### src/rtl/evt_inj_pkg.sv
package evt_inj_pkg;

  localparam int unsigned NUM_EVT = 5;
  localparam int unsigned SEL_W   = $clog2(NUM_EVT + 1);

  // index equals rank, 0 is highest
  localparam int unsigned IDX_REINJ = 0;
  localparam int unsigned IDX_EXC   = 1;
  localparam int unsigned IDX_SMI   = 2;
  localparam int unsigned IDX_NMI   = 3;
  localparam int unsigned IDX_INTR  = 4;

  localparam logic [2:0] TY_EXT   = 3'd0;
  localparam logic [2:0] TY_NMI   = 3'd2;
  localparam logic [2:0] TY_HWEXC = 3'd3;
  localparam logic [7:0] NMI_VEC  = 8'd2;

  typedef struct packed {
    logic        valid;
    logic [19:0] rsvd;
    logic [2:0]  ty;
    logic [7:0]  vec;
  } inj_word_t;

  function automatic inj_word_t mk_word(input logic [2:0] ty, input logic [7:0] vec);
    inj_word_t w;
    w.valid = 1'b1;
    w.rsvd  = '0;
    w.ty    = ty;
    w.vec   = vec;
    return w;
  endfunction

endpackage

### src/rtl/evt_prio_sel.sv
module evt_prio_sel
  import evt_inj_pkg::*;
#(
  parameter int unsigned N = NUM_EVT
) (
  input  logic [N-1:0] pend_i,
  output logic [N-1:0] grant_o,
  output logic         any_o
);

  logic [N-1:0] higher;

  // higher[k]: some event of rank below k is pending
  assign higher[0] = 1'b0;
  for (genvar k = 1; k < N; k++) begin : g_chain
    assign higher[k] = higher[k-1] | pend_i[k-1];
  end

  for (genvar k = 0; k < N; k++) begin : g_grant
    assign grant_o[k] = pend_i[k] & ~higher[k];
  end

  assign any_o = |pend_i;

endmodule

### src/rtl/evt_win_trap.sv
module evt_win_trap (
  input  logic clk_i,
  input  logic rst_ni,
  input  logic arm_i,
  input  logic serve_i,
  input  logic exit_i,
  output logic req_o,
  output logic recheck_o,
  output logic exit_taken_o
);

  logic req_q, recheck_q;

  assign exit_taken_o = exit_i & req_q;

  always_ff @(posedge clk_i or negedge rst_ni) begin
    if (!rst_ni) begin
      req_q     <= 1'b0;
      recheck_q <= 1'b0;
    end else begin
      recheck_q <= exit_taken_o;
      if (arm_i)                  req_q <= 1'b1;
      else if (exit_i || serve_i) req_q <= 1'b0;
    end
  end

  assign req_o     = req_q;
  assign recheck_o = recheck_q;

endmodule

### src/rtl/evt_sat_cnt.sv
module evt_sat_cnt #(
  parameter int unsigned W = 8
) (
  input  logic         clk_i,
  input  logic         rst_ni,
  input  logic         inc_i,
  output logic [W-1:0] cnt_o
);

  localparam logic [W-1:0] MAX = {W{1'b1}};

  logic [W-1:0] cnt_q;

  always_ff @(posedge clk_i or negedge rst_ni) begin
    if (!rst_ni)                  cnt_q <= '0;
    else if (inc_i && cnt_q != MAX) cnt_q <= cnt_q + 1'b1;
  end

  assign cnt_o = cnt_q;

endmodule

### src/rtl/evt_inj_arb.sv
module evt_inj_arb
  import evt_inj_pkg::*;
#(
  parameter int unsigned CNT_W = 8
) (
  input  logic             clk_i,
  input  logic             rst_ni,
  input  logic             entry_i,
  input  logic             reinj_pend_i,
  input  logic [2:0]       reinj_type_i,
  input  logic [7:0]       reinj_vec_i,
  input  logic             exc_pend_i,
  input  logic [7:0]       exc_vec_i,
  input  logic             smi_pend_i,
  input  logic             nmi_pend_i,
  input  logic             intr_pend_i,
  input  logic [7:0]       intr_vec_i,
  input  logic             if_flag_i,
  input  logic             sti_shadow_i,
  input  logic             ss_shadow_i,
  input  logic             win_exit_i,
  output logic [31:0]      inj_word_o,
  output logic             intr_ack_o,
  output logic             smi_go_o,
  output logic             win_req_o,
  output logic             recheck_o,
  output logic [CNT_W-1:0] win_cnt_o,
  output logic [CNT_W-1:0] inj_cnt_o
);

  logic [NUM_EVT-1:0] pend, grant;
  logic               any_pend;
  logic               intr_ok, intr_go, intr_arm, smi_go;
  logic               exit_taken;
  inj_word_t          word_d, word_q;
  logic               ack_q, smi_q;

  always_comb begin
    pend            = '0;
    pend[IDX_REINJ] = reinj_pend_i;
    pend[IDX_EXC]   = exc_pend_i;
    pend[IDX_SMI]   = smi_pend_i;
    pend[IDX_NMI]   = nmi_pend_i;
    pend[IDX_INTR]  = intr_pend_i;
  end

  evt_prio_sel #(.N(NUM_EVT)) i_sel (
    .pend_i  (pend),
    .grant_o (grant),
    .any_o   (any_pend)
  );

  assign intr_ok  = if_flag_i & ~sti_shadow_i & ~ss_shadow_i;
  assign intr_go  = entry_i & grant[IDX_INTR] & intr_ok;
  assign intr_arm = entry_i & grant[IDX_INTR] & ~intr_ok;
  assign smi_go   = entry_i & grant[IDX_SMI];

  always_comb begin
    word_d = '0;
    if (any_pend) begin
      unique case (1'b1)
        grant[IDX_REINJ]: word_d = mk_word(reinj_type_i, reinj_vec_i);
        grant[IDX_EXC]:   word_d = mk_word(TY_HWEXC, exc_vec_i);
        grant[IDX_NMI]:   word_d = mk_word(TY_NMI, NMI_VEC);
        grant[IDX_INTR]:  word_d = intr_ok ? mk_word(TY_EXT, intr_vec_i) : '0;
        default:          word_d = '0;  // SMI takes no word
      endcase
    end
  end

  always_ff @(posedge clk_i or negedge rst_ni) begin
    if (!rst_ni) begin
      word_q <= '0;
      ack_q  <= 1'b0;
      smi_q  <= 1'b0;
    end else begin
      ack_q <= intr_go;
      smi_q <= smi_go;
      if (entry_i) word_q <= word_d;
    end
  end

  evt_win_trap i_trap (
    .clk_i        (clk_i),
    .rst_ni       (rst_ni),
    .arm_i        (intr_arm),
    .serve_i      (intr_go),
    .exit_i       (win_exit_i),
    .req_o        (win_req_o),
    .recheck_o    (recheck_o),
    .exit_taken_o (exit_taken)
  );

  evt_sat_cnt #(.W(CNT_W)) i_win_cnt (
    .clk_i  (clk_i),
    .rst_ni (rst_ni),
    .inc_i  (exit_taken),
    .cnt_o  (win_cnt_o)
  );

  evt_sat_cnt #(.W(CNT_W)) i_inj_cnt (
    .clk_i  (clk_i),
    .rst_ni (rst_ni),
    .inc_i  (intr_go),
    .cnt_o  (inj_cnt_o)
  );

  assign inj_word_o = word_q;
  assign intr_ack_o = ack_q;
  assign smi_go_o   = smi_q;

endmodule

### config.mk
export PLATFORM = sky130hd
export DESIGN_NAME = evt_inj_arb
export DESIGN_NICKNAME = d
export VERILOG_FILES = /design/src/rtl/evt_inj_pkg.sv /design/src/rtl/evt_prio_sel.sv /design/src/rtl/evt_win_trap.sv /design/src/rtl/evt_sat_cnt.sv /design/src/rtl/evt_inj_arb.sv
export SDC_FILE = /design/constraint.sdc
export NUM_CORES = 1
export LEC_CHECK = 0
export ABC_CLOCK_PERIOD_IN_PS = 1300
export BUFFER_PORTS_ARGS = -buffer_cell sky130_fd_sc_hd__buf_2
export CAP_MARGIN = 20
export CORE_ASPECT_RATIO = 0.6
export CORE_MARGIN = 3
export CORE_UTILIZATION = 41
export CTS_CLUSTER_SIZE = 24
export DETAILED_ROUTE_END_ITERATION = 12
export GPL_ROUTABILITY_DRIVEN = 0
export PLACE_DENSITY = 0.76
export SLEW_MARGIN = 40
export SYNTH_ARGS = -nofsm -noshare
export SYNTH_HDL_FRONTEND = slang
export SYNTH_HIERARCHICAL = 1
export SYNTH_SLANG_ARGS = --single-unit
### constraint.sdc
create_clock -name clk_i -period 1.3 [get_ports clk_i]
set_input_delay 0.13 -clock clk_i [delete_from_list [all_inputs] [get_ports clk_i]]
set_output_delay 0.13 -clock clk_i [all_outputs]
set_load 0.1 [all_outputs]
# --- After elaboration in Yosys (flattened, before gate mapping) ---
# Index checks and enable logic that the tools add are counted.
op_classes:
  eq_ne: 2
  reduce_logical: 5
  bitwise_logic: 21
  mux: 5
  add_sub_neg: 2
ops:
  columns: ["op", "n"]
  rows:
  - ["$pmux W32 S4", 1]
  - ["$mux W32", 2]
  - ["$add A8 B1 Y8 const B", 2]
  - ["$ne A8 B8 Y1 const B", 2]
  - ["$and A1 B1 Y1", 11]
  - ["$not A1 Y1", 7]
  - ["$reduce_or A5 Y1", 1]
  - ["$or A1 B1 Y1", 3]
  - ["$logic_and A1 B1 Y1", 2]
  - ["$mux W1", 2]
  - ["$reduce_bool A2 Y1", 1]
  - ["$logic_or A1 B1 Y1", 1]
totals:
  elab_cells: 45
  ff_bits: 52

# --- Longest topological paths before layout ---
# Gate-level depths: netlist of the first run.
logic_depth:
  ltp_word: 10
  depth_mapped: 8

# --- Cells and area by module ---
# Netlist of the first run, hierarchy kept.
modules_own_cells:
  columns: ["module", "cells_each", "seq_area_each_um2", "area_each_um2", "n_inst"]
  rows:
  - ["evt_inj_arb", 87, 350.3, 850.8, 1]
  - ["evt_sat_cnt", 34, 200.2, 407.9, 2]
  - ["evt_win_trap", 5, 50.0, 68.8, 1]
  - ["evt_prio_sel", 7, 0.0, 55.1, 1]

# --- Worst setup path before layout of the first run ---
# No wires, ideal clock.
synth_path:
  path_type: "register to register"
  startpoint: "register i_inj_cnt.cnt_q[0], in the netlist i_inj_cnt/cnt_o[0]"
  endpoint: "register i_inj_cnt.cnt_q[1], in the netlist i_inj_cnt/cnt_o[1]"
  slack_ns: -0.837
  path_stages_with_launch: 5
  n_path_buf: 0
  arrival_time_ns: 2.009
  cell_sequence: "dfrtp_1 > ha_1 > nand4_1 > o21ai_2 > mux2_1"
synth_between:
  elab_chain_cells: 2
  word_cells_on_any_way: 3
  classes_between: "add/sub: 1; eq/ne: 1; reduce/logical: 1"
synth_rtl:
  columns: ["item", "line_no", "rtl"]
  rows:
  - ["from (decl)", "evt_sat_cnt.sv:12", "logic [W-1:0] cnt_q;"]
  - ["from (signal assigned)", "evt_sat_cnt.sv:16", "else if (inc_i && cnt_q != MAX) cnt_q <= cnt_q + 1'b1;"]
  - ["parallel branches: the longest is 2 deep, another holds $add A8 B1 Y8", null, null]
# Parallel ways; which one is timed is not known.
# A chain may end at the register's enable or synchronous reset.

# --- Worst setup path after layout of the first run ---
layout_path:
  startpoint: "input reinj_pend_i"
  endpoint: "register i_inj_cnt.cnt_q[5], in the netlist i_inj_cnt/cnt_o[5]"
layout_between:
  elab_chain_cells: 8
layout_rtl:
  columns: ["item", "line_no", "rtl"]
  rows:
  - ["from (decl)", "evt_inj_arb.sv:9", "input logic reinj_pend_i,"]
  - ["$or A1 B1 Y1 (3 in a row)", "evt_prio_sel.sv:16", "assign higher[k] = higher[k-1] | pend_i[k-1];"]
  - ["$not A1 Y1", "evt_prio_sel.sv:20", "assign grant_o[k] = pend_i[k] & ~higher[k];"]
  - ["$and A1 B1 Y1", "evt_prio_sel.sv:20", null]
  - ["net grant[4]", "evt_inj_arb.sv:31", "logic [NUM_EVT-1:0] pend, grant;"]
  - ["$and A1 B1 Y1 (2 in a row)", "evt_inj_arb.sv:54", "assign intr_go = entry_i & grant[IDX_INTR] & intr_ok;"]
  - ["net intr_go", "evt_inj_arb.sv:33", "logic intr_ok, intr_go, intr_arm, smi_go;"]
  - ["$logic_and A1 B1 Y1", "evt_sat_cnt.sv:16", null]
# The timed path passes the listed nets, and every way through them passes these cells.

==> impl_metrics.toml, run 1 <==
[clock_network]
cts_tree = "built"
cts_buffers = 5
path_clk_slew_ns = 0.07
clk_latency_ns = 0.29
htree_levels = 2
clockBufferDepth = 2
root_buffer = "clkbuf_8"
cts.sinks = 32

[yosys]
postSynthCellCount = 167
seq_area_frac_synth = 0.447
syn_area_um2 = 1790
synth_area_leaders = "dfrtp_1, buf_4, a222oi_1"
synth_ff_type = "dfrtp_1"
yosysWarnings = 6
postSynthAreaPerCell_um2 = 10.7
synth.distinct_cells = 46
synth-edff-count = 0
async_reset_ff_frac = 1.00
synth_top_area_cell = "dfrtp_1"
ys_seq_elements = 32
yosysTopAreaCellShare = 0.447

[placed_design]
placed_cells = 322
port_buffers = 70
pre_cts_ws_ns = -0.675
hpwl_um = 4110

[critical_path]
crit_path_start_kind = "primary input"
worstRegToRegCells = 3
critPathMaxFanout = 3
critPathRequiredTime_ns = 1.47
rr_endpoint = "i_inj_cnt/cnt_o[1]"
end_kind = "register"
worstPathArrival_ns = 1.76
rrSetupSlack_ns = -0.15
crit_type = "primary input to register"
r2r-start = "i_inj_cnt/cnt_o[5]"

[floorplanning]
core_um2 = 3910
num_rows = 17
die_x_um = 91.3
die_h_um = 57.2
start_util = 0.457
dieArea_um2 = 5220
pin_count = 91

[status]
status = "finished, violations left"
violations = "setup timing"

[detailed_routing]
dr.pass1.iters = 8
wire_per_inst_um = 17.6
vias = 1817
wl_um = 5920
route.detailed.drc = 0
dr.first_iter.drc_count = 130
via_per_inst = 5.41
drtAntennaViolNets = 0

[hold_path]
hold_path.class = "primary input to register"
min_to = "inj_word_o[3]"
hold_path_startpoint = "intr_vec_i[3]"
hold_path_depth = 3

[sta]
rsz0062_at_grt = "yes"
setup_viol = 12
slew_violations = 0
fin_ws_ns = -0.292
final_hold_viol_count = 0
fin_crit_sh = 1.22
period_minus_slack_ns = 1.59
fmax_mhz = 628
final.setup_skew_ns = 0.00909

[grt]
grt_pass1_wl_um = 9270
grt-ovfl-total = 0
grt_max_degree = 33
antenna_found_initial = 0
track_usage = 0.227
first_global_vias = 1825

[pwr]
ir_worst_vdd_v = 0.000716
total_leakage_power_nw = 1.40
power_w = 0.00352
cellPowerDensity_nw_per_um2 = 1170

[finish]
finalNonFillerCells = 336
antenna_cells = 0
areaGrowthSynthToFinish_pct = 68.1
fillers = 278
layout.nets = 319
drive_above_1_share = 0.624

[run]
max_cap_violations = 0
[area by class of cell]
cell class,instances,area [µm²],share of cell area
clock buffer,7,96.3,0.0320
clock inverter,1,30.0,0.00998
inverter,4,15.0,0.00499
multi-input combinational,125,1020,0.338
sequential,32,845,0.281
tap,57,71.3,0.0237
timing repair buffer,110,936,0.311
[worst max-delay path: stages]
cell and delay (ns):
buf_8 0.10, nor4_4 0.31, and2_4 0.19, nor4bb_4 0.22, and2_4 0.22, and4_4 0.22, nand3_2 0.08, mux2_4 0.29
[kinds of logic after synthesis]
logic type | synth area share
multiplexers | 0.0293
AND/OR/NAND/NOR | 0.167
flip-flops | 0.447
AO/OA/AOI/OAI | 0.215
XOR/XNOR | 0.0196
other | 0.00209
buffers and inverters | 0.106
adder cells (fa/ha/maj) | 0.0140
[cell usage after synthesis, drive strengths merged, types with 3 or more instances]
cell     instances
a31oi            4
a222oi           7
a41oi            4
a22oi            7
a21oi            6
dfrtp           32
nand2           18
nand3            7
inv              4
mux2             4
buf             23
nor2             3
o2bb2ai          5
and2             4
[metal layers]
layer | vias to the layer above | global-route usage | wire, µm
met5 | - | 0 | 0
met4 | 0 | 0.0751 | 63
met3 | 9 | 0.0501 | 455
met2 | 102 | 0.361 | 2800
met1 | 883 | 0.310 | 2600
li1 | 823 | - | -
[what timing repair did]
item                                   in CTS  in global routing
setup buffers                               4                  2
hold buffers                                1                  0
endpoints found under the hold margin      32                  0
pin swaps                                  15                  4
resized for setup                          16                 15
setup endpoints to repair                  12                 24
[report_power, final]
part	total [W]	switching [W]	internal (W)	leakage, nW
sequential	0.00113	0.0000562	0.00108	0.395
combinational	0.00134	0.000962	0.000373	0.942
clock	0.00105	0.000375	0.000676	0.0645
total	0.00352	0.00139	0.00213	1.40
[flip-flops by register name, summed over array words and instances (netlist names)]
name,cells
i_trap/req_o,1
i_inj_cnt/cnt_o,8
i_trap/recheck_o,1
i_win_cnt/cnt_o,8
inj_word_o,12
smi_go_o,1
intr_ack_o,1
[worst max-delay path by stage]
stage | start | end | cells past startpoint
2_1_floorplan | exc_pend_i | i_inj_cnt/cnt_o[5] | 8
3_3_place_gp | exc_pend_i | i_inj_cnt/cnt_o[5] | 8
3_5_place_dp | exc_pend_i | i_inj_cnt/cnt_o[4] | 9
4_1_cts | smi_pend_i | i_inj_cnt/cnt_o[4] | 9
5_1_grt | reinj_pend_i | i_inj_cnt/cnt_o[5] | 8
6_report | reinj_pend_i | i_inj_cnt/cnt_o[5] | 8
[per-stage QoR]
stage | utilization | TNS (ns) | hold slack, ns | area, µm²
3_5_place_dp | 0.688 | -7.94 | 0.176 | 2690
6_report | 0.769 | -2.01 | 0.0821 | 3010
5_1_grt | 0.769 | -2.59 | 0.0756 | 3010
4_1_cts | 0.747 | -1.47 | 0.0744 | 2930
3_3_place_gp | 0.688 | -7.23 | 0.175 | 2690
2_1_floorplan | - | -4.71 | -0.166 | 1950
[cells in the final DEF (no fill, tap or decap), types with 3 or more instances in the layout]
cell       count
buf_2         52
buf_4         32
conb_1        20
nand2_1       17
dfrtp_2       17
buf_12        16
dfrtp_1        9
buf_6          8
a222oi_1       7
clkbuf_8       7
a22oi_1        6
a21oi_1        6
dfrtp_4        6
o2bb2ai_1      5
mux2_4         4
a41oi_1        4
and2_4         3
inv_1          3
nand3_4        3
nor2_1         3
a31oi_1        3
(Power assumes the default switching activity.)
==> run 2, diff against run 1 <==
--- a/config.mk
+++ b/config.mk
@@ -5,16 +5,17 @@
 export SDC_FILE = /design/constraint.sdc
 export NUM_CORES = 1
 export LEC_CHECK = 0
+export ABC_AREA = 1
 export ABC_CLOCK_PERIOD_IN_PS = 1300
 export BUFFER_PORTS_ARGS = -buffer_cell sky130_fd_sc_hd__buf_2
 export CAP_MARGIN = 20
 export CORE_ASPECT_RATIO = 0.6
 export CORE_MARGIN = 3
-export CORE_UTILIZATION = 41
+export CORE_UTILIZATION = 43
 export CTS_CLUSTER_SIZE = 24
 export DETAILED_ROUTE_END_ITERATION = 12
 export GPL_ROUTABILITY_DRIVEN = 0
-export PLACE_DENSITY = 0.76
+export PLACE_DENSITY = 0.77
 export SLEW_MARGIN = 40
 export SYNTH_ARGS = -nofsm -noshare
 export SYNTH_HDL_FRONTEND = slang
==> run 2 against run 1 <==
Against the previous run:
- the run now ends clean
- synthesized cell count rose by 73%
- worst hold slack better by 0.040 ns
- design area is 0.33% higher
- non-clock buffer count down 23
- power decreased by 4.8%
- first-iteration DRC count fell by 38%
- count of clock-buffer cells in the layout unchanged
- die area increased by 9.2%
- highest routed layer unchanged
==> impl_metrics.toml, run 2 <==
[status]
status = "finished clean"

[critical_path]
crit_buf_inv = 1
path_cells = "buf_2"
crit_start = "i_win_cnt/cnt_o[6]"
crit_family = "flip-flops"
critPathRequiredTime_ns = 1.17
end_kind = "output port"
r2r-start = "i_inj_cnt/cnt_o[1]"
crit_path_start_kind = "register"
critPathMaxFanout = 4
slowest_stage = "dfrtp_4"
critPathMaxStageDelay_ns = 0.42
crit_type = "register to output port"
worstPathArrival_ns = 1.12

[yosys]
synthAdderAreaFrac = 0.0121
yosys.area_share.simple = 0.404
synth_mux_area_frac = 0
yosysTopAreaCellShare = 0.387
synth_area_leaders = "dfrtp_1, nand2_1, buf_4"
synth_top_family_by_area = "simple AND/OR/NAND/NOR gates"
yosysMostFrequentCell = "nand2_1"
netlist_top_cells_count = "nand2_1, dfrtp_1, inv_1"
synth.distinct_cells = 25
ys_seq_elements = 32
synth-edff-count = 0
synth_ff_type = "dfrtp_1"
syn_area_um2 = 2070
synth_top_area_cell = "dfrtp_1"
postSynthCellCount = 289
postSynthAreaPerCell_um2 = 7.16
synth_compound_area_frac = 0.0296
async_reset_ff_frac = 1.00
synth_xor_area_frac = 0.0169
yosysWarnings = 6
seq_area_frac_synth = 0.387

[clock_network]
cts_tree = "built"
htree_levels = 2
clk_latency_ns = 0.28
cts_buffers = 5
cts.sinks = 32
path_clk_slew_ns = 0.07
root_buffer = "clkbuf_8"
clockBufferDepth = 2

[hold_path]
hold_path.class = "primary input to register"
hold_path_startpoint = "reinj_type_i[2]"

[sta]
final.setup_skew_ns = 0.00205
final_hold_viol_count = 0
setup_viol = 0
fin_crit_sh = 0.965
slew_violations = 0
period_minus_slack_ns = 1.25
rsz0062_at_grt = "yes"
fmax_mhz = 797

[grt]
track_usage = 0.195
grt-ovfl-total = 0
first_global_vias = 1855
grt_pass1_wl_um = 8450
antenna_found_initial = 0
grt_max_degree = 16

[floorplanning]
num_rows = 18
die_x_um = 95.5
die_h_um = 59.7
core_um2 = 4370
start_util = 0.473
pin_count = 91
dieArea_um2 = 5710

[finish]
largest_reg_flops = 12
final_common_cell = "nand2_1"
areaGrowthSynthToFinish_pct = 46.0
regArea_um2 = 865
antenna_cells = 0
final_cell_mix = "nand2_1, buf_2, inv_1"
layout.nets = 418
multiInputGateArea_um2 = 1120
fillers = 372
drive_above_1_share = 0.378
final_area_um2 = 3020

[detailed_routing]
vias = 1994
wl_um = 5330
via_per_inst = 4.55
dr.first_iter.drc_count = 81
dr.pass1.iters = 4
route.detailed.drc = 0
wire_per_inst_um = 12.2
drtAntennaViolNets = 0

[placed_design]
port_buffers = 70
postPlaceCellArea_um2 = 2840
hpwl_um = 4270

[pwr]
ir_worst_vdd_v = 0.000815
power_w = 0.00335
cellPowerDensity_nw_per_um2 = 1110
total_leakage_power_nw = 1.57

[run]
max_cap_violations = 0
[run 2: cell count changes after synthesis, sizes merged, moves of 3 or more]
cell | before | now
nand2 | 18 | 133
inv | 4 | 30
nor2 | 3 | 28
a222oi | 7 | 0
a22oi | 7 | 0
nand4 | 2 | 8
o2bb2ai | 5 | 0
a31oi | 4 | 0
a41oi | 4 | 0
and2 | 4 | 0
mux2 | 4 | 0
nand3 | 7 | 10
[run 2: metal layers]
metal / vias up / GRT usage / part of all wire
met1: 904 / 0.281 / 0.48
met4: 0 / 0.0466 / 0.0023
met3: 2 / 0.0478 / 0.060
met2: 66 / 0.295 / 0.46
met5: - / 0 / 0
li1: 1022 / - / -
[run 2: repair_timing]
item                       in CTS  in global routing
buffers inserted                0                  3
hold endpoints to repair       13                  0
hold buffers                    1                  0
setup endpoints to repair       0                  7
gates resized for setup         0                  5
[run 2: logic make-up (layout without fill, tap and decap cells)]
logic type | Yosys count | count (layout)
compound gates | 10 | 10
xor+xnor | 4 | 4
fa+ha+maj | 2 | 2
buf+inv | 56 | 126
flops | 32 | 32
other cells | 1 | 20
simple gates | 184 | 184
[run 2: tightest hold or removal path: cells and delay by family]
kind | cells | cell delay, ns
compound gates | 1 | 0.07
simple gates | 1 | 0.06
buf+inv | 1 | 0.10
[run 2: power by group]
group	internal (W)	switching [W]	total (W)
registers	0.00107	0.0000502	0.00112
logic	0.000266	0.000929	0.00120
clock network	0.000676	0.000364	0.00104
[run 2: metrics by stage]
stage / setup slack (ns) / std cells / setup TNS, ns / hold WS, ns / util
2_1_floorplan: -0.107 / 308 / -0.925 / -0.166 / -
3_3_place_gp: -0.116 / 426 / -1.15 / 0.0432 / 0.651
3_5_place_dp: -0.228 / 426 / -2.31 / 0.0430 / 0.651
4_1_cts: 0.0173 / 435 / 0 / 0.117 / 0.682
5_1_grt: -0.00987 / 438 / -0.0125 / 0.117 / 0.691
6_report: 0.0452 / 438 / 0 / 0.122 / 0.691
[run 2: final timing paths]
kind | end | slack [ns] | depth (start not counted)
setup / recovery | win_cnt_o[6] | 0.05 | 1
hold reg to reg | inj_word_o[1] | 0.48 | 2
hold / removal | inj_word_o[10] | 0.12 | 3
max in group asynchronous | i_win_cnt/cnt_o[1] | 0.51 | 3
min in group asynchronous | i_inj_cnt/cnt_o[4] | 0.29 | 2
setup reg to reg | i_inj_cnt/cnt_o[4] | 0.07 | 8
[run 2: cell type report]
type                    instances  share of cell area
repair buffers                 87               0.234
well taps                      60              0.0249
inverters                      31              0.0410
flip-flops and latches         32               0.286
multi-input cells             220               0.372
clock buffers                   7              0.0319
clock inverters                 1             0.00994
==> run 3, diff against run 2 <==
--- a/config.mk
+++ b/config.mk
@@ -16,6 +16,7 @@
 export DETAILED_ROUTE_END_ITERATION = 12
 export GPL_ROUTABILITY_DRIVEN = 0
 export PLACE_DENSITY = 0.77
+export SETUP_SLACK_MARGIN = 0.5
 export SLEW_MARGIN = 40
 export SYNTH_ARGS = -nofsm -noshare
 export SYNTH_HDL_FRONTEND = slang
==> run 3 against run 2 <==
Against the previous run:
- core utilization rose by 16 points
- fmax fell by 4.3%
- the run now ends with setup timing left
- count of clock-buffer cells in the layout unchanged
- combinational power rose by 22%
- power is 10% higher
- worst hold slack worse by 0.030 ns
- global-route usage rose by 4.6 points
- clock skew up 0.0089 ns
- die area stayed put
- critical endpoint is now i_inj_cnt/cnt_o[6]
- critical path depth up 10
- largest power group unchanged
- sequential power grew 4%
- largest cell class unchanged
==> impl_metrics.toml, run 3 (synthesis results as in run 2) <==
[status]
status = "finished, violations left"
violations = "setup timing"

[grt]
grt-ovfl-total = 0
grt_pass1_wl_um = 10400
first_global_vias = 2168
track_usage = 0.241
grt_max_degree = 15
antenna_found_initial = 0

[sta]
final_hold_viol_count = 0
fin_ws_ns = -0.0108
final.setup_skew_ns = 0.0109
timing.setup.tns_ns = -0.0108
fmax_mhz = 763
slew_violations = 0
period_minus_slack_ns = 1.31
rsz0062_at_grt = "yes"
fin_crit_sh = 1.01
setup_viol = 1

[detailed_routing]
route.detailed.drc = 0
dr.first_iter.drc_count = 123
dr.pass1.iters = 6
drtAntennaViolNets = 0
vias = 2327
via_per_inst = 5.06
wire_per_inst_um = 17.4
wl_um = 7990

[placed_design]
port_buffers = 70
hpwl_um = 4100
placed_cells = 425

[finish]
fillers = 213
layout.nets = 440
largest_reg_flops = 12
final_util = 0.850
finalNonFillerCells = 460
antenna_cells = 0
final_common_cell = "nand2_1"
final_cell_mix = "nand2_1, buf_2, buf_12"
areaGrowthSynthToFinish_pct = 79.6
drive_above_1_share = 0.543

[critical_path]
crit_path_start_kind = "primary input"
crit_family = "simple AND/OR/NAND/NOR gates"
slowest_stage = "nor2_4"
worstPathArrival_ns = 1.51
critPathMaxStageDelay_ns = 0.18
crit_buf_inv = 2
path_cells = "buf_8 -> nor2_4 -> nand2_2 -> nor2_4 -> nand3_4 -> nor2_4 -> buf_4 -> nand3_4 -> nor3_2 -> nor2_1 -> nor2_1"
critPathRequiredTime_ns = 1.50
cpMostUsedCell = "nor2_4"
critPathMaxFanout = 4
crit_type = "primary input to register"
end_kind = "register"

[floorplanning]
core_um2 = 4370
dieArea_um2 = 5710
start_util = 0.473
die_x_um = 95.5
die_h_um = 59.7
num_rows = 18
pin_count = 91

[pwr]
ir_worst_vdd_v = 0.000815
switchingPower_w = 0.00146
total_leakage_power_nw = 1.79
seqPwrFrac = 0.317
pwr-share-clk = 0.287
switching_share = 0.395
cellPowerDensity_nw_per_um2 = 994
combinationalPowerShare = 0.396
p_int_w = 0.00223

[hold_path]
hold_path.class = "primary input to register"

[clock_network]
root_buffer = "clkbuf_8"
clk_latency_ns = 0.29
cts.sinks = 32
htree_levels = 2
path_clk_slew_ns = 0.08
cts_tree = "built"
clockBufferDepth = 2
cts_buffers = 5

[run]
max_cap_violations = 0
==> run 3: area by class of cell <==
class,instances,area (µm²),area share
clock inverters,1,30.0,0.00808
repair buffers,108,1190,0.322
multi-input cells,221,1270,0.342
well taps,60,75.1,0.0202
flip-flops and latches,32,911,0.245
clock buffers,7,96.3,0.0259
inverters,31,136,0.0367
==> run 3: path summary, 6_finish.rpt <==
kind	slack, ns	from	cells after the start	to
worst min-delay path	0.09	reinj_type_i[2]	3	inj_word_o[10]
worst max register to register	0	i_inj_cnt/cnt_o[1]	8	i_inj_cnt/cnt_o[0]
worst min register to register	0.57	inj_word_o[2]	2	inj_word_o[2]
min in group asynchronous	0.24	rst_ni	2	i_inj_cnt/cnt_o[5]
worst max-delay path	-0.01	exc_pend_i	11	i_inj_cnt/cnt_o[6]
max in group asynchronous	0.59	rst_ni	3	i_win_cnt/cnt_o[5]
==> run 3: layer usage <==
layer,part of all wire,vias up,GRT usage
li1,-,1057,-
met3,0.077,39,0.0616
met5,0,-,0
met1,0.39,1089,0.320
met4,0.045,0,0.0486
met2,0.48,142,0.402
==> run 3: what timing repair did <==
action	4_1_cts	5_1_grt
gates resized for setup	92	47
endpoints found under the hold margin	32	0
hold buffers	1	0
setup buffers	19	5
gates cloned	2	0
setup endpoints to repair	60	60
pin swaps	14	25
==> run 3: metrics by stage <==
step | cell area (µm²) | setup slack [ns] | total power (W) | hold WS [ns]
floorplan | 2330 | -0.106 | 0.00208 | -0.166
global placement | 2880 | -0.122 | 0.00233 | -0.00694
detailed placement | 2880 | -0.244 | 0.00233 | -0.00566
CTS | 3520 | 0.0736 | 0.00359 | 0.0888
global route | 3710 | -0.0331 | 0.00381 | 0.121
finish | 3710 | -0.0108 | 0.00369 | 0.0926
==> run 3: worst reg2reg max path, stage by stage, from the launching register on <==
cell and delay (ns):
dfrtp_4 0.44, ha_4 0.15, inv_2 0.04, nor2_4 0.15, nand2_4 0.10, nand2_8 0.13, inv_8 0.06, nand2_2 0.06
nand2_2 0.06
==> run 3: power groups by stage <==
stage	logic (W)	clock network (W)	registers (W)
2_1_floorplan	0.000471	0	0.00161
3_5_place_dp	0.00117	0	0.00116
3_3_place_gp	0.00116	0	0.00116
6_report	0.00146	0.00106	0.00117
5_1_grt	0.00152	0.00111	0.00118
4_1_cts	0.00138	0.00105	0.00116
